$ cat src/rtl/commut_pkg.sv
package commut_pkg;

    localparam int PHASES  = 4;
    localparam int PH_W    = $clog2(PHASES);
    localparam int SECTORS = 6;
    localparam int KEY_W   = 3;
    localparam int UVW_W   = 3;

    typedef enum logic [2:0] {
        SEC_NOT_A = 3'd0,
        SEC_NOT_B = 3'd1,
        SEC_A_NB  = 3'd2,
        SEC_B_NA  = 3'd3,
        SEC_NOR   = 3'd4,
        SEC_XOR   = 3'd5
    } sector_e;

    typedef struct packed {
        logic u;
        logic v;
        logic w;
    } uvw_t;

    typedef struct packed {
        logic    hit;
        sector_e sec;
    } match_t;

    // Truth-table key of each sector over stored bits {ph10, ph01, ph00}.
    function automatic logic [KEY_W-1:0] sector_key(input int idx);
        logic [KEY_W-1:0] k;
        case (idx)
            0:       k = 3'b011;
            1:       k = 3'b101;
            2:       k = 3'b100;
            3:       k = 3'b010;
            4:       k = 3'b001;
            default: k = 3'b110;
        endcase
        return k;
    endfunction

endpackage

$ cat src/rtl/commut_phase_mem.sv
module commut_phase_mem
    import commut_pkg::*;
(
    input  logic              clk,
    input  logic              rst,
    input  logic              a,
    input  logic              b,
    input  logic              c,
    output logic [PHASES-1:0] mem_nx,
    output logic [PHASES-1:0] wr_nx
);

    logic [PH_W-1:0]   ph;
    logic [PH_W-1:0]   ph_q;
    logic              seen_q;
    logic [PHASES-1:0] mem_q;
    logic [PHASES-1:0] wr_q;
    logic              enter;

    assign ph    = {a, b};
    assign enter = !seen_q || (ph != ph_q);

    always_comb begin
        mem_nx = mem_q;
        wr_nx  = wr_q;
        if (enter) begin
            mem_nx[ph] = c;
            wr_nx[ph]  = 1'b1;
        end
    end

    always_ff @(posedge clk) begin
        if (rst) begin
            ph_q   <= '0;
            seen_q <= 1'b0;
            mem_q  <= '0;
            wr_q   <= '0;
        end else begin
            ph_q   <= ph;
            seen_q <= 1'b1;
            mem_q  <= mem_nx;
            wr_q   <= wr_nx;
        end
    end

    // entering a new phase stores the C level seen at entry
    p_entry_write_r2: assert property (@(posedge clk) disable iff (rst)
        (seen_q && ({a, b} != ph_q)) |=> (mem_q[ph_q] == $past(c)));

    // staying in a phase leaves every stored bit alone
    p_stay_hold_r2: assert property (@(posedge clk) disable iff (rst)
        (seen_q && ({a, b} == ph_q)) |=> $stable(mem_q));

endmodule

$ cat src/rtl/commut_pat_match.sv
module commut_pat_match
    import commut_pkg::*;
(
    input  logic [KEY_W-1:0] key,
    output match_t           m
);

    logic [SECTORS-1:0] det;

    for (genvar i = 0; i < SECTORS; i++) begin : g_det
        localparam logic [KEY_W-1:0] K = sector_key(i);
        // three-input AND of true/complemented stored bits
        assign det[i] = &(~(key ^ K));
    end

    always_comb begin
        m.hit = |det;
        m.sec = SEC_NOT_A;
        for (int i = 0; i < SECTORS; i++) begin
            if (det[i]) m.sec = sector_e'(i);
        end
    end

endmodule

$ cat src/rtl/commut_uvw_out.sv
module commut_uvw_out
    import commut_pkg::*;
#(
    parameter logic [SECTORS*UVW_W-1:0] UVW_TABLE =
        {3'b101, 3'b001, 3'b011, 3'b010, 3'b110, 3'b100}
)(
    input  logic   clk,
    input  logic   rst,
    input  match_t m,
    input  logic   full,
    output uvw_t   uvw_q,
    output logic   locked_q
);

    always_ff @(posedge clk) begin
        if (rst) begin
            uvw_q    <= '0;
            locked_q <= 1'b0;
        end else begin
            locked_q <= full;
            if (!full)
                uvw_q <= '0;
            else if (m.hit)
                uvw_q <= uvw_t'(UVW_TABLE[int'(m.sec)*UVW_W +: UVW_W]);
        end
    end

    // once locked, stays locked until reset
    p_lock_sticky_r6: assert property (@(posedge clk) disable iff (rst)
        locked_q |=> locked_q);

    // an unmatched code holds the commutation outputs
    p_miss_hold_r5: assert property (@(posedge clk) disable iff (rst)
        (locked_q && !m.hit) |=> $stable(uvw_q));

endmodule

$ cat src/rtl/commut_decoder.sv
module commut_decoder
    import commut_pkg::*;
#(
    parameter logic [SECTORS*UVW_W-1:0] UVW_TABLE =
        {3'b101, 3'b001, 3'b011, 3'b010, 3'b110, 3'b100}
)(
    input  logic clk,
    input  logic rst,
    input  logic enc_a,
    input  logic enc_b,
    input  logic enc_c,
    output logic com_u,
    output logic com_v,
    output logic com_w,
    output logic idx_z,
    output logic locked
);

    logic [PHASES-1:0] mem_nx;
    logic [PHASES-1:0] wr_nx;
    match_t            m;
    uvw_t              uvw;
    logic              z_q;

    commut_phase_mem u_mem (
        .clk    (clk),
        .rst    (rst),
        .a      (enc_a),
        .b      (enc_b),
        .c      (enc_c),
        .mem_nx (mem_nx),
        .wr_nx  (wr_nx)
    );

    commut_pat_match u_match (
        .key (mem_nx[KEY_W-1:0]),
        .m   (m)
    );

    commut_uvw_out #(.UVW_TABLE(UVW_TABLE)) u_out (
        .clk      (clk),
        .rst      (rst),
        .m        (m),
        .full     (&wr_nx),
        .uvw_q    (uvw),
        .locked_q (locked)
    );

    always_ff @(posedge clk) begin
        if (rst) z_q <= 1'b0;
        else     z_q <= enc_a & enc_b & enc_c;
    end

    assign com_u = uvw.u;
    assign com_v = uvw.v;
    assign com_w = uvw.w;
    assign idx_z = z_q;

    // index follows A&B&C by one cycle
    p_index_set_r7: assert property (@(posedge clk) disable iff (rst)
        (enc_a && enc_b && enc_c) |=> idx_z);

    p_index_clr_r7: assert property (@(posedge clk) disable iff (rst)
        !(enc_a && enc_b && enc_c) |=> !idx_z);

    // unlocked means all commutation outputs low
    p_unlocked_quiet_r6: assert property (@(posedge clk) disable iff (rst)
        !locked |-> ({com_u, com_v, com_w} == 3'b000));

endmodule

$ cat config.mk
export PLATFORM = sky130hd
export DESIGN_NAME = commut_decoder
export DESIGN_NICKNAME = d
export VERILOG_FILES = /design/src/rtl/commut_pkg.sv /design/src/rtl/commut_phase_mem.sv /design/src/rtl/commut_pat_match.sv /design/src/rtl/commut_uvw_out.sv /design/src/rtl/commut_decoder.sv
export SDC_FILE = /design/constraint.sdc
export NUM_CORES = 1
export LEC_CHECK = 0
export BUFFER_PORTS_ARGS = -buffer_cell sky130_fd_sc_hd__buf_2
export CAP_MARGIN = 20
export CORE_AREA = 4 4 41 43
export CTS_CLUSTER_DIAMETER = 30
export CTS_CLUSTER_SIZE = 24
export DETAILED_ROUTE_END_ITERATION = 6
export DIE_AREA = 0 0 45 47
export GPL_TIMING_DRIVEN = 0
export PLACE_DENSITY = 0.78
export SLEW_MARGIN = 30
export SYNTH_ARGS = -nofsm -noshare
export SYNTH_HDL_FRONTEND = slang
export SYNTH_SLANG_ARGS = --single-unit
$ cat constraint.sdc
create_clock -name clk -period 3.65 [get_ports clk]
set_input_delay 0.73 -clock clk [delete_from_list [all_inputs] [get_ports clk]]
set_output_delay 0.73 -clock clk [all_outputs]
set_load 0.01 [all_outputs]
* Yosys cells after proc, flatten, opt, wreduce, memory -nomap -nowiden
Cells that the tools add are included.
** Word-level totals
- Bits in registers :: 16
- Bits of input ports :: 5
- Word-level logic and storage cells :: 54
** Operators by class
- Multipliers :: 1
- Magnitude comparators :: 2
- Eq/ne operators :: 1
- Shifts and indexed selects :: 1
- Mux-type cells :: 11
- Bitwise operators :: 16
- Reductions and logical operators :: 12
** Operator list (number)
- $shiftx A18 B32 Y3 const A :: 1
- $not A3 Y3 :: 6
- $reduce_and A3 Y1 :: 6
- $mux W3 :: 3
- $not A2 Y2 :: 3
- $reduce_or A6 Y1 :: 1
- $mul A3 B2 Y5 const B :: 1
- $bwmux W4 :: 1
- $mux W2 :: 2
- $mux W4 :: 1
- $not A1 Y1 :: 4
- $or A4 B4 Y4 :: 1
- $reduce_and A4 Y1 :: 1
- $lt A2 B3 Y1 const B :: 1
- $mux W1 :: 3
- $and A1 B1 Y1 :: 2
- $demux W1 S2 :: 1
- $ge A2 B1 Y1 const B :: 1
- $ne A2 B2 Y1 :: 1
- $reduce_or A2 Y1 :: 1
- $logic_and A1 B1 Y1 :: 1
- $logic_not A1 Y1 :: 1
- $logic_or A1 B1 Y1 :: 1

* Longest topological paths before layout
Gate-level depths: netlist of run 1.
- Word-level depth :: 16
- Gate-level depth with buffers :: 5

* Modules after synthesis
Synthesis of run 1 repeated with hierarchy kept, for this count alone.
** Unflattened totals
- Cell total of the unflattened synthesis :: 80
- Area total of the unflattened synthesis :: 724.4 um^2
** Modules (own cells, without submodules)
- commut_phase_mem :: times used 1, cells each 48, area each 462.9 um^2
- commut_uvw_out :: times used 1, cells each 19, area each 161.4 um^2
- commut_pat_match :: times used 1, cells each 10, area each 61.3 um^2
- commut_decoder :: times used 1, cells each 3, area each 38.8 um^2

* Worst setup path after synthesis of run 1
Ideal clock, no wire load.
- Kind :: input to register
- From :: in enc_a
- To :: reg u_out.uvw_q[2] (netlist name)
- Library setup time :: 74 ps
- Arrival :: 1903 ps
- Data required time :: 3576 ps
- Slack :: 1672 ps
- Stages on the path :: 4
- Buffers on the path :: 0
- Cells stage by stage :: or4b_4 > and2_4 > or3_1 > a31oi_1
** Between the ends
- Longest elaborated chain between the ends :: 16
** Ends and longest elaborated chain
- start: declaration :: RTL line commut_decoder.sv:9 : input logic enc_a,
- $lt A2 B3 Y1 (not written as such) / $ge A2 B1 Y1 (equally long branches) :: RTL line commut_phase_mem.sv:27, commut_phase_mem.sv:28
- $logic_and A1 B1 Y1 (not written as such) :: RTL line commut_phase_mem.sv:27, commut_phase_mem.sv:28
- $mux W1 (not written as such) :: RTL line commut_phase_mem.sv:27, commut_phase_mem.sv:28
- $demux W1 S2
- $bwmux W4 :: RTL line commut_phase_mem.sv:27 : mem_nx[ph] = c;
- $mux W3 :: RTL line commut_phase_mem.sv:26 : if (enter) begin
- $not A2 Y2 (no source line)
- $not A3 Y3 :: RTL line commut_pat_match.sv:13 : assign det[i] = &(~(key ^ K));
- $reduce_and A3 Y1 :: RTL line commut_pat_match.sv:13
- $mux W1 :: RTL line commut_pat_match.sv:20 : if (det[i]) m.sec = sector_e'(i);
- $mux W2 (2 in a row) :: RTL line commut_pat_match.sv:20
- $mux W3 (2 in a row) :: RTL line commut_pat_match.sv:20
- $mul A3 B2 Y5 :: RTL line commut_uvw_out.sv:24 : uvw_q <= uvw_t'(UVW_TABLE[int'(m.sec)*UVW_W +: UVW_W]);
- $shiftx A18 B32 Y3 :: RTL line commut_uvw_out.sv:24
- end signal: assignment :: RTL line commut_uvw_out.sv:24
- end: declaration :: RTL line commut_uvw_out.sv:11 : output uvw_t uvw_q,
Parallel ways exist; a longest one is shown, timed or not.
A chain may end at the register's enable or synchronous reset.

* Worst setup path in the final report of run 1
Same ends and word-level chain as after synthesis.

==> results of run 1 <==
==> how the worst max path moves through the flow <==
stage,start,endpoint,depth (start not counted)
3_3_place_gp,enc_a,u_out.uvw_q[2],6
2_1_floorplan,enc_a,u_out.uvw_q[2],4
5_1_grt,enc_a,u_out.uvw_q[2],6
4_1_cts,enc_a,u_out.uvw_q[2],6
3_5_place_dp,enc_a,u_out.uvw_q[2],6
6_report,enc_a,u_out.uvw_q[2],6
==> Yosys cell counts <==
cell type                  number  share of area
sky130_fd_sc_hd__inv_1          3          0.018
sky130_fd_sc_hd__and3_1         3          0.030
sky130_fd_sc_hd__or4b_1         1          0.016
sky130_fd_sc_hd__a31oi_1        3          0.030
sky130_fd_sc_hd__or4b_4         1          0.022
sky130_fd_sc_hd__mux2i_1        1          0.016
sky130_fd_sc_hd__or3_1          1          0.010
sky130_fd_sc_hd__nand3b_1       3          0.037
sky130_fd_sc_hd__nor3b_1        1          0.012
sky130_fd_sc_hd__nand3_1        2          0.016
sky130_fd_sc_hd__o211a_1        1          0.016
sky130_fd_sc_hd__nor2b_1        4          0.041
sky130_fd_sc_hd__o211ai_1       1          0.012
sky130_fd_sc_hd__nor3_1         1         0.0081
sky130_fd_sc_hd__a21oi_1        4          0.032
sky130_fd_sc_hd__a21boi_0       1          0.012
sky130_fd_sc_hd__o21ai_0        1         0.0081
sky130_fd_sc_hd__and2_4         1          0.014
sky130_fd_sc_hd__dfxtp_1       15           0.49
sky130_fd_sc_hd__nand2_1        2          0.012
sky130_fd_sc_hd__o31ai_1        1          0.012
sky130_fd_sc_hd__clkbuf_1       1         0.0061
sky130_fd_sc_hd__a211oi_1       2          0.024
sky130_fd_sc_hd__a211o_1        1          0.014
sky130_fd_sc_hd__a22oi_1        1          0.012
sky130_fd_sc_hd__a32oi_1        1          0.014
sky130_fd_sc_hd__a21bo_2        1          0.016
sky130_fd_sc_hd__nor2_1         8          0.049
==> registers in the layout, summed over array words and instances (netlist names) <==
name,count
u_mem.ph_q,2
u_mem.mem_q,3
idx_z,1
u_mem.seen_q,1
u_mem.wr_q,4
u_out.locked_q,1
u_out.uvw_q,3
==> per-stage QoR <==
step,power [µW],utilization,hold WS (ps),setup slack [ps]
2_1_floorplan,199,-,420,1670
3_5_place_dp,208,0.519,453,1410
4_1_cts,302,0.539,470,1690
3_3_place_gp,207,0.519,434,1430
6_report,300,0.539,465,1680
5_1_grt,315,0.539,513,1490
==> cell families after synthesis <==
family                 Yosys count  share of synthesized area
AOI/OAI and AO/OA               18                      0.205
and+or+nand+nor                 28                      0.268
buffers and inverters            4                     0.0243
DFF                             15                      0.487
muxes                            1                     0.0162
==> layer usage <==
| metal | global-route usage | vias to the layer above | routed length (µm) |
|---|---|---|---|
| li1 | - | 269 | - |
| met1 | 0.165 | 244 | 524 |
| met2 | 0.220 | 14 | 544 |
| met3 | 0.0460 | 5 | 64 |
| met4 | 0.111 | 0 | 36 |
| met5 | 0 | - | 0 |
==> power groups by stage <==
stage	Clock, µW	Sequential (µW)	Combinational, µW
after floorplan	0	176	22.6
after global placement	0	177	30.3
after detailed placement	0	177	31.1
after CTS	97.4	173	31.3
after global routing	105	174	35.6
final	95.4	173	31.4
==> final cells by class <==
| cell class | count | area, µm² |
|---|---|---|
| multi-input cells | 47 | 302 |
| inverters | 3 | 11.3 |
| repair buffers | 8 | 40.0 |
| well taps | 15 | 18.8 |
| clock buffers | 4 | 26.3 |
| plain buffers | 1 | 3.75 |
| fillers | 131 | 599 |
| flip-flops and latches | 15 | 300 |
==> worst max-delay path: stages <==
cell	delay [ps]
sky130_fd_sc_hd__buf_2	140
sky130_fd_sc_hd__nor2b_1	150
sky130_fd_sc_hd__a21boi_0	460
sky130_fd_sc_hd__nor2_1	130
sky130_fd_sc_hd__or3_1	390
sky130_fd_sc_hd__a31oi_1	180
==> results_dict.tcl, run 1 <==
set metrics [dict create \
    pin_count_of_the_biggest_net_entering_global_routing 11 \
    worst_hold_path_type "reg2reg" \
    grt_overflow 0 \
    setup_repair_after_global_routing_missed_its_margin "no" \
    num_vias 532 \
    yosysUniqueCellTypes 28 \
    clock_power_share 0.318 \
    power.share.sequential 0.577 \
    gpl.final_weighted_congestion 0.891 \
    tritoncts.num_buffers 3 \
    clk-insertion-delay-late_ps 290 \
    worst_r2r_endpoint "u_out.uvw_q[2]" \
    int_power_uw 226 \
    post_cts_resize_count 0 \
    die_w_um 45 \
    clock_tree.root_cell "sky130_fd_sc_hd__clkbuf_4" \
    num_io_pins 10 \
    timing.critical_path.to_type "register" \
    area_growth_syn_to_layout_pct 13.8 \
    fmax_ghz 0.509 \
    cts_max_path_buffers 2 \
    critical_path.max_fanout 8 \
    ctsHoldBuffers 0 \
    core.rowCount 13 \
    antenna_violations_before_repair 0 \
    synth.cell_area_um2 617 \
    grt.total_usage 0.143 \
    hold-path-endpoint "u_mem.wr_q[3]" \
    route.final.wire_length_um 1170 \
    synth_area_per_cell_um2 9.35 \
    vdd_drop_max_mv 0.194 \
    wl_per_instance_um 12.6 \
    power_density_nw_per_um2 427 \
    placed_cells 89 \
    viasPerCell 5.72 \
    postSynthNetCount 71 \
    drcViolationCount 0 \
    skew_ps 2.71 \
    regToRegStartpoint "u_mem.ph_q[0]" \
    worst-r2r-cell-count 5 \
    core_region_area_um2 1300 \
    final-setup-viol-count 0 \
    synthCells 66 \
    finalWorstPathRequiredPeriod_ps 1970 \
    die_y_um 47 \
    combPwrFrac 0.105 \
    cp-start-kind "primary input" \
    dieArea_um2 2120 \
    maxCapViolCount 0 \
    totalNegativeSetupSlack_ps 0 \
    worstHoldStart "u_mem.wr_q[3]" \
    power.share.switching 0.246 \
    detailedRoute.firstPassIterationCount 4 \
    worst_rel_slew_slack 0.624 \
    tritoncts "built" \
    report.final.slew_viol_count 0 \
    whs_path_depth 2 \
    post-route-cell-area_um2 702 \
    io_buffer_count 8 \
    drive_above_1_share 0.179 \
    placed_instance_area_um2 676 \
    num-nets-final 84 \
    clock_sink_count 15 \
    antenna_cells 0 \
    regToRegSetupSlack_ps 1840 \
    synth-seq-area-share 0.487 \
    final_cells 93 \
    dr.first_iter.drc_count 6 \
    p_leak_uw 0.000298 \
    timing.critical_path.arrival_ps 2180 \
    postSynthRegisterBits 15 \
    critical_path_class "in2reg" \
    run_status "complete, no violations" \
    worst_ep_required_time_ps 3860 \
    layout_commonest_cell "sky130_fd_sc_hd__dfxtp_1" \
    first_global_vias 509 \
    synthesis.yosys.warnings 0 \
    finalHoldViolCount 0 \
    clk_pin_slew_ps 90 \
    min_period_over_period 0.539 \
    commonest_cells_after_routing_fill_and_taps_aside "sky130_fd_sc_hd__dfxtp_1, sky130_fd_sc_hd__nor2_1, sky130_fd_sc_hd__buf_2, sky130_fd_sc_hd__nor2b_1, sky130_fd_sc_hd__a21oi_1" \
    clock_tree.htree_level_count 1 \
    post_cts.repair.setup_buffers 0 \
    worst-slew-pin-transition_ps 558 \
    power_switching_uw 73.8 \
    start_util 0.474 \
    route.antenna.remaining_nets 0 \
    grt_pass1_wl_um 2100 \
    total_half_perimeter_wirelength_after_legalization_and_detailed_placement_um 871 \
]
Power figures use the tool's default switching activity.
==> inputs of run 2 (changes only) <==
==> constraint.sdc (replaced) <==
create_clock -name clk -period 1.9 [get_ports clk]
set_input_delay 0.38 -clock clk [delete_from_list [all_inputs] [get_ports clk]]
set_output_delay 0.38 -clock clk [all_outputs]
set_load 0.01 [all_outputs]
==> results_dict.tcl, run 2 (synthesis results as in run 1) <==
set metrics [dict create \
    cp_slowest_cell "sky130_fd_sc_hd__or4b_4" \
    worst-path-buf-inv 0 \
    crit_chain "nor3b_4 > or4b_4 > and2_4 > or3_1 > a31oi_1" \
    registers.top_by_ff_count "u_mem.wr_q" \
    fin_total_pwr_uw 581 \
    gpl.final_weighted_congestion 0.891 \
    dr.first_iter.drc_count 7 \
    placed_instance_area_um2 676 \
    num-nets-final 84 \
    num_vias 536 \
    die_y_um 47 \
    layout_commonest_cell "sky130_fd_sc_hd__dfxtp_1" \
    skew_ps 2.00 \
    grt.total_usage 0.143 \
    cts_max_path_buffers 2 \
    final-setup-viol-count 0 \
    wl_per_instance_um 12.9 \
    drive_above_1_share 0.244 \
    finalHoldViolCount 0 \
    route.antenna.remaining_nets 0 \
    clock_sink_count 15 \
    worst_path_dominant_cell_family "simple AND/OR/NAND/NOR gates" \
    top_registers "u_mem.wr_q x4, u_mem.mem_q x3, u_out.uvw_q x3" \
    route.final.wire_length_um 1200 \
    report.final.slew_viol_count 0 \
    run_status "complete, no violations" \
    timing.critical_path.arrival_ps 1990 \
    core_region_area_um2 1300 \
    cp_slowest_stage_delay_ps 540 \
    min_period_over_period 0.936 \
    start_util 0.474 \
    clk_pin_slew_ps 90 \
    first_global_vias 509 \
    pin_count_of_the_biggest_net_entering_global_routing 11 \
    antenna_cells 0 \
    tritoncts.num_buffers 3 \
    finalWorstPathRequiredPeriod_ps 1780 \
    post-route-cell-area_um2 722 \
    vdd_drop_max_mv 0.373 \
    total_half_perimeter_wirelength_after_legalization_and_detailed_placement_um 871 \
    core.rowCount 13 \
    detailedRoute.firstPassIterationCount 4 \
    drcViolationCount 0 \
    totalNegativeSetupSlack_ps 0 \
    viasPerCell 5.76 \
    maxCapViolCount 0 \
    tritoncts "built" \
    die_w_um 45 \
    grt_overflow 0 \
    flip_flop_count_of_the_largest_register_all_copies_and_words_added 4 \
    commonest_cells_after_routing_fill_and_taps_aside "sky130_fd_sc_hd__dfxtp_1, sky130_fd_sc_hd__nor2_1, sky130_fd_sc_hd__buf_2, sky130_fd_sc_hd__nor2b_1, sky130_fd_sc_hd__a21oi_1" \
    setup_repair_after_global_routing_missed_its_margin "no" \
    timing.critical_path.to_type "register" \
    post_cts.repair.setup_buffers 0 \
    p_leak_uw 0.000305 \
    critical_path.max_fanout 6 \
    worst_rel_slew_slack 0.665 \
    worst_hold_path_type "in2reg" \
    clk-insertion-delay-late_ps 290 \
    grt_pass1_wl_um 2100 \
    worst_ep_required_time_ps 2110 \
    antenna_violations_before_repair 0 \
    cp-start-kind "register" \
    fmax_ghz 0.562 \
    dieArea_um2 2120 \
    io_buffer_count 8 \
    critical_path_class "reg2reg" \
    final.fill_count 132 \
    power_density_nw_per_um2 805 \
    clock_tree.root_cell "sky130_fd_sc_hd__clkbuf_4" \
    worst-slew-pin-transition_ps 498 \
    num_io_pins 10 \
    clock_tree.htree_level_count 1 \
    area_growth_syn_to_layout_pct 17.0 \
]
## run 2: worst register-to-register path: stages (launching register included)
cell                      delay [ps]
sky130_fd_sc_hd__dfxtp_2         340
sky130_fd_sc_hd__nor3b_4         160
sky130_fd_sc_hd__or4b_4          540
sky130_fd_sc_hd__and2_4          180
sky130_fd_sc_hd__or3_1           300
sky130_fd_sc_hd__a31oi_1         180
## run 2: area by class of cell
type | count | area [µm²] | share of cell area
Multi-Input combinational cell | 47 | 318 | 0.440
Inverter | 3 | 11.3 | 0.0156
Clock buffer | 4 | 26.3 | 0.0364
Timing Repair Buffer | 8 | 40.0 | 0.0555
Sequential cell | 15 | 304 | 0.421
Buffer | 1 | 3.75 | 0.00520
Tap cell | 15 | 18.8 | 0.0260
## run 2: routing by layer
layer / GRT usage / share of wire / vias to the layer above / wire (µm)
met2: 0.220 / 0.47 / 15 / 560
met4: 0.111 / 0.037 / 0 / 44
met3: 0.0460 / 0.057 / 7 / 68
met5: 0 / 0 / - / 0
met1: 0.165 / 0.44 / 247 / 522
li1: - / - / 267 / -
## run 2: worst paths after layout
path | startpoint | to | slack (ps) | cells past startpoint
max reg2reg | u_mem.seen_q | u_out.uvw_q[2] | 120 | 5
min | enc_c | idx_z | 370 | 2
min reg2reg | u_mem.wr_q[3] | u_mem.wr_q[3] | 470 | 2
max | u_mem.seen_q | u_out.uvw_q[2] | 120 | 5
## run 2: metrics by stage
step / instances / worst slack (ps) / hold WS [ps] / utilization
finish: 93 / 121 / 372 / 0.555
global route: 93 / 12.3 / 378 / 0.555
CTS: 93 / 98.7 / 369 / 0.539
detailed placement: 89 / 7.63 / 453 / 0.519
global placement: 89 / 29.0 / 434 / 0.519
floorplan: 66 / 238 / 420 / -
## run 2: timing repair
item	CTS	global route
hold buffers	0	0
resized for setup	0	7
setup endpoints to repair	0	1
## run 2: power by group
| part | internal (µW) | switching (µW) |
|---|---|---|
| Clock | 81.7 | 102 |
| Combinational | 27.5 | 35.7 |
| Sequential | 328 | 6.58 |
